$ cat src/rtl/dw_pkg.sv
// Shared sizing for the whitening combiner.
// Assumes the key width addresses every bit position of a word (2**KEY_W == WORD_W).
package dw_pkg;
    parameter int WORD_W = 32;
    parameter int KEY_W  = 5;
    parameter int OUT_W  = 2 * WORD_W;
endpackage

$ cat src/rtl/whiten_stage.sv
// One mixing stage: rotates the word left by the key, then runs an XNOR chain
// from bit 0 upward, seeded by a single bit. The result is registered.
// A sideband bus is carried alongside the word so that keys travel with it.
// Assumes KW bits can express any rotate amount below W.
module whiten_stage #(
    parameter int W  = dw_pkg::WORD_W,
    parameter int KW = dw_pkg::KEY_W,
    parameter int SW = 1
) (
    input  logic          clk,
    input  logic          rst_n,
    input  logic          in_vld,
    input  logic [W-1:0]  in_word,
    input  logic [KW-1:0] in_key,
    input  logic          in_seed,
    input  logic [SW-1:0] in_side,
    output logic          out_vld,
    output logic [W-1:0]  out_word,
    output logic [SW-1:0] out_side
);
    localparam int DW = 2 * W;

    logic [DW-1:0] dbl;
    logic [W-1:0]  perm;
    logic [W-1:0]  chain;

    // Rotate left by the key using a doubled word.
    always_comb begin
        dbl  = {in_word, in_word} << in_key;
        perm = dbl[DW-1:W];
    end

    // Seeded bit-serial chain: bit 0 is XOR, the remaining bits are XNOR.
    assign chain[0] = perm[0] ^ in_seed;
    generate
        for (genvar i = 1; i < W; i++) begin : g_chain
            assign chain[i] = ~(chain[i-1] ^ perm[i]);
        end
    endgenerate

    // Pipeline register: valid always advances, data loads only when valid.
    always_ff @(posedge clk) begin
        if (!rst_n) begin
            out_vld  <= 1'b0;
            out_word <= '0;
            out_side <= '0;
        end else begin
            out_vld <= in_vld;
            if (in_vld) begin
                out_word <= chain;
                out_side <= in_side;
            end
        end
    end

    a_r2_stage_vld_on: assert property (@(posedge clk) disable iff (!rst_n)
        in_vld |=> out_vld);
    a_r2_stage_vld_off: assert property (@(posedge clk) disable iff (!rst_n)
        !in_vld |=> !out_vld);
    a_r7_stage_hold: assert property (@(posedge clk) disable iff (!rst_n)
        !in_vld |=> ($stable(out_word) && $stable(out_side)));
    // each chain link toggles exactly where the permuted bit is 0, so the
    // weight of the neighbour differences follows from the input weight.
    a_r3_chain_weight: assert property (@(posedge clk) disable iff (!rst_n)
        in_vld |=> ($countones(out_word ^ {out_word[W-2:0], $past(in_seed)})
                    == (W - 1) - $past($countones(in_word)) + 2 * $past(int'(perm[0]))));
endmodule

$ cat src/rtl/out_rotate.sv
// Output merge: concatenates {hi, lo} and rotates the 64-bit value left by
// twice the key. The result is registered and held while input is not valid.
// Assumes 2*(2**KW - 1) is smaller than the merged width.
module out_rotate #(
    parameter int W  = dw_pkg::WORD_W,
    parameter int KW = dw_pkg::KEY_W
) (
    input  logic            clk,
    input  logic            rst_n,
    input  logic            in_vld,
    input  logic [W-1:0]    in_hi,
    input  logic [W-1:0]    in_lo,
    input  logic [KW-1:0]   in_key,
    output logic            out_vld,
    output logic [2*W-1:0]  out_data
);
    localparam int MW = 2 * W;

    logic [KW:0]     amt;
    logic [MW-1:0]   cat;
    logic [2*MW-1:0] dbl;
    logic [MW-1:0]   rot;

    // Even rotate amount, then a left rotate through a doubled vector.
    always_comb begin
        amt = {in_key, 1'b0};
        cat = {in_hi, in_lo};
        dbl = {cat, cat} << amt;
        rot = dbl[2*MW-1:MW];
    end

    // Output register: loads on valid, otherwise holds.
    always_ff @(posedge clk) begin
        if (!rst_n) begin
            out_vld  <= 1'b0;
            out_data <= '0;
        end else begin
            out_vld <= in_vld;
            if (in_vld) begin
                out_data <= rot;
            end
        end
    end

    a_r5_rot_weight: assert property (@(posedge clk) disable iff (!rst_n)
        in_vld |=> ($countones(out_data) == $past($countones({in_hi, in_lo}))));
    a_r2_out_vld: assert property (@(posedge clk) disable iff (!rst_n)
        in_vld |=> out_vld);
    a_r7_out_hold: assert property (@(posedge clk) disable iff (!rst_n)
        !in_vld |=> $stable(out_data));
endmodule

$ cat src/rtl/dual_whiten_64.sv
// Top: two mixing stages in series followed by the keyed output rotator.
// Keys and the seed are captured with each word and carried down the pipe.
// The fixed latency is three registers. Assumes upstream holds no backpressure.
module dual_whiten_64 #(
    parameter int WORD_W = dw_pkg::WORD_W,
    parameter int KEY_W  = dw_pkg::KEY_W
) (
    input  logic                clk,
    input  logic                rst_n,
    input  logic                in_valid,
    input  logic [WORD_W-1:0]   in_word,
    input  logic                in_seed,
    input  logic [KEY_W-1:0]    key_a,
    input  logic [KEY_W-1:0]    key_b,
    input  logic [KEY_W-1:0]    key_out,
    output logic                out_valid,
    output logic [2*WORD_W-1:0] out_data
);
    localparam int S1_SW = 2 * KEY_W + 1;
    localparam int S2_SW = KEY_W + WORD_W;

    logic              s1_vld;
    logic [WORD_W-1:0] s1_word;
    logic [S1_SW-1:0]  s1_side;
    logic              s2_vld;
    logic [WORD_W-1:0] s2_word;
    logic [S2_SW-1:0]  s2_side;

    // The first stage carries {key_out, key_b, seed} forward.
    whiten_stage #(.W(WORD_W), .KW(KEY_W), .SW(S1_SW)) u_stage1 (
        .clk(clk), .rst_n(rst_n),
        .in_vld(in_valid), .in_word(in_word), .in_key(key_a), .in_seed(in_seed),
        .in_side({key_out, key_b, in_seed}),
        .out_vld(s1_vld), .out_word(s1_word), .out_side(s1_side)
    );

    // The second stage reuses the seed and carries {key_out, stage-1 word}.
    whiten_stage #(.W(WORD_W), .KW(KEY_W), .SW(S2_SW)) u_stage2 (
        .clk(clk), .rst_n(rst_n),
        .in_vld(s1_vld), .in_word(s1_word), .in_key(s1_side[KEY_W:1]),
        .in_seed(s1_side[0]),
        .in_side({s1_side[S1_SW-1:KEY_W+1], s1_word}),
        .out_vld(s2_vld), .out_word(s2_word), .out_side(s2_side)
    );

    // Merge {stage2, stage1} and apply the output rotation.
    out_rotate #(.W(WORD_W), .KW(KEY_W)) u_merge (
        .clk(clk), .rst_n(rst_n),
        .in_vld(s2_vld), .in_hi(s2_word), .in_lo(s2_side[WORD_W-1:0]),
        .in_key(s2_side[S2_SW-1:WORD_W]),
        .out_vld(out_valid), .out_data(out_data)
    );

    a_r8_stream: assert property (@(posedge clk) disable iff (!rst_n)
        (in_valid && s1_vld && s2_vld) |=> (out_valid && s1_vld && s2_vld));
endmodule

$ cat config.mk
export PLATFORM = sky130hd
export DESIGN_NAME = dual_whiten_64
export DESIGN_NICKNAME = d
export VERILOG_FILES = /design/src/rtl/dw_pkg.sv /design/src/rtl/whiten_stage.sv /design/src/rtl/out_rotate.sv /design/src/rtl/dual_whiten_64.sv
export SDC_FILE = /design/constraint.sdc
export NUM_CORES = 1
export LEC_CHECK = 0
export BUFFER_PORTS_ARGS = -buffer_cell sky130_fd_sc_hd__buf_4
export CORE_UTILIZATION = 40
export DETAILED_ROUTE_END_ITERATION = 12
export HOLD_SLACK_MARGIN = 0.12
export PLACE_DENSITY_LB_ADDON = 0.1
export SYNTH_ARGS = -nofsm -noshare
export SYNTH_HDL_FRONTEND = slang
export SYNTH_SLANG_ARGS = --single-unit
export TNS_END_PERCENT = 10
$ cat constraint.sdc
create_clock -name clk -period 12.15 [get_ports clk]
set_input_delay 1.8225 -clock clk [delete_from_list [all_inputs] [get_ports clk]]
set_output_delay 1.8225 -clock clk [all_outputs]
set_load 0.005 [all_outputs]
==> results.py <==
metrics = {
    "run_status": {
        "outcome": "finished, final reports clean",
    },
    "worst_setup_path": {
        "end_kind": "flip-flop",
        "critPathRequiredTime_ps": 12540,
        "crit_type": "input port to flip-flop",
        "cp_max_fo": 50,
        "start_kind": "input port",
        "cp.arrival_ps": 5870,
    },
    "cts": {
        "htreeDepth": 4,
        "post_cts_buffers": 0,
        "cts_buffer_depth": 2,
        "cts_resized": 0,
        "clk_latency_ps": 460,
        "cts.sinks": 179,
        "cts_hold_buffers": 0,
        "cts-root-buf": "clkbuf_16",
        "cts_tree": "yes",
        "clk_transition_reported_paths_ps": 70,
        "cts-buffers-inserted": 17,
    },
    "route": {
        "drtIter0Drc": 1085,
        "vias": 12800,
        "first_pass_iters": 5,
        "wire_per_inst_um": 23.7,
        "drt-vias-per-instance": 6.06,
        "detail-route-antenna-nets": 0,
        "drc": 0,
        "wirelength_um": 50100,
    },
    "synthesis": {
        "ys_seq_elements": 179,
        "synthDistinctLibCells": 56,
        "synth-seq-area-share_pct": 21.2,
        "synth_area_um2": 16900,
        "synth_flop_cell": "dfxtp_1",
        "async_flop_share_pct": 0,
        "synth_edf_count": 0,
        "syn_avg_cell_area_um2": 10.7,
        "ys_warn_count": 0,
        "syn_nets": 1638,
        "syn_inst": 1587,
    },
    "placed_design": {
        "port_buffers": 115,
        "hpwl_um": 36600,
        "gp_congestion": 0.884,
        "dp_slack_ps": 6170,
    },
    "finish": {
        "final_cell_mix": "mux2i_1, nand2_1, mux4_2",
        "layout_commonest_cell": "mux2i_1",
        "fin_nets": 1622,
        "drive_gt1_share_pct": 33.5,
        "area_growth_pct": 9.29,
        "antenna_cells": 0,
    },
    "power_and_ir_drop": {
        "vdd_drop_max_mv": 0.314,
        "p_leak_nw": 7.20,
        "p_per_area_nw_per_um2": 230,
    },
    "grt": {
        "antenna_found_initial": 0,
        "overflow": 0,
        "grt_pass1_wl_um": 76700,
        "track_usage_pct": 23.3,
        "grt_max_degree": 104,
        "grt_pass1_vias": 12400,
    },
    "floorplan": {
        "row_count": 74,
        "initial_core_util_pct": 41.0,
        "die_area_um2": 43100,
        "die_y_um": 208,
        "core_region_area_um2": 41300,
        "die-width_um": 208,
        "io_pins": 116,
    },
    "timing": {
        "fin_crit_ps": 5480,
        "relSlewSlack_pct": 37.2,
        "tightest_slew_ps": 943,
        "fin_skew_ps": 14.5,
        "clock.fmax_ghz": 0.182,
        "hold_violations": 0,
        "post-route-period-util_pct": 45.1,
        "setup_viol": 0,
        "fin_ws_ps": 6670,
        "slew_viol_final": 0,
        "rsz0062_at_grt": "false",
        "setup-tns-final_ps": 0,
    },
    "min_path": {
        "hold_path_class": "flip-flop to flip-flop",
    },
    "run": {
        "cap_violations": 0,
    },
}
-- final cells by class --
type | instances | area (um2)
Timing Repair Buffer | 129 | 968
Clock inverter | 12 | 228
Fill cell | 3911 | 22800
Sequential cell | 179 | 3610
Clock buffer | 19 | 433
Inverter | 12 | 45.0
Multi-Input combinational cell | 1232 | 12500
Tap cell | 532 | 666
-- cell usage after synthesis (9+ instances only) --
master / instances / share of area [%]
a21oi_1: 22 / 0.65
buf_1: 22 / 0.49
buf_2: 18 / 0.53
buf_4: 10 / 0.44
clkbuf_1: 105 / 2.3
dfxtp_1: 179 / 21
inv_1: 10 / 0.22
mux2_2: 163 / 11
mux2i_1: 222 / 13
mux4_2: 175 / 23
nand2_1: 180 / 4.0
nand3_1: 9 / 0.27
nor2_1: 47 / 1.0
nor2b_1: 65 / 2.4
o211a_1: 81 / 4.8
o21ai_0: 84 / 2.5
xnor2_1: 75 / 3.9
xor2_1: 26 / 1.3
-- stage by stage --
step	hold WS (ps)	total power, mW	instance area, um2	cells	util [%]
after floorplan	477	3.01	16900	1587	-
after global placement	461	3.62	17800	2084	43.2
after detailed placement	467	3.64	17800	2084	43.2
after CTS	484	4.29	18500	2115	44.8
after global routing	497	4.55	18500	2115	44.8
final	480	4.25	18500	2115	44.8
-- power by group --
part           total, mW  internal (mW)  switching (mW)
Clock              0.628          0.386           0.243
Combinational       2.71           1.34            1.37
Sequential         0.906          0.683           0.224
Total               4.25           2.41            1.84
-- worst paths after layout --
check	start	to	slack, ps	depth (start not counted)
max	key_a[1]	u_stage1.out_word[25]	6670	13
min	u_merge.out_data[15]	u_merge.out_data[15]	480	1
max reg2reg	u_stage1.out_side[4]	u_stage2.out_word[29]	6770	13
min reg2reg	u_merge.out_data[15]	u_merge.out_data[15]	480	1
-- metal layers --
layer | wire [um] | track usage (%) | vias to the layer above
li1 | - | - | 5931
met1 | 21400 | 30.6 | 6370
met2 | 24300 | 38.7 | 430
met3 | 3050 | 4.37 | 81
met4 | 1350 | 7.33 | 0
met5 | 0 | 0 | -
-- flip-flops by register name (all words and copies together), names as in the netlist --
| register | flops |
|---|---|
| u_merge.out_data | 64 |
| u_stage2.out_vld | 1 |
| u_stage1.out_word | 32 |
| u_stage2.out_word | 32 |
| u_stage1.out_side | 11 |
| u_stage2.out_side | 37 |
| u_merge.out_vld | 1 |
| u_stage1.out_vld | 1 |
-- kinds of logic after synthesis --
family / count (synthesis) / synth area share (%)
multiplexers: 567 / 48.1
AO/OA/AOI/OAI: 226 / 9.76
XOR/XNOR: 122 / 7.91
flip-flops: 179 / 21.2
buffers and inverters: 176 / 4.67
AND/OR/NAND/NOR: 317 / 8.32
-- critical path: stages --
cell and delay [ps]:
buf_4 590, mux4_2 620, mux2i_1 420, xnor2_1 130, mux4_2 530, xnor2_2 320, xnor2_4 210, xor2_4 310
xor2_2 280, xnor2_1 240, xnor2_1 160, mux2i_1 90, nor2b_1 120
(Power assumes the default switching activity.)
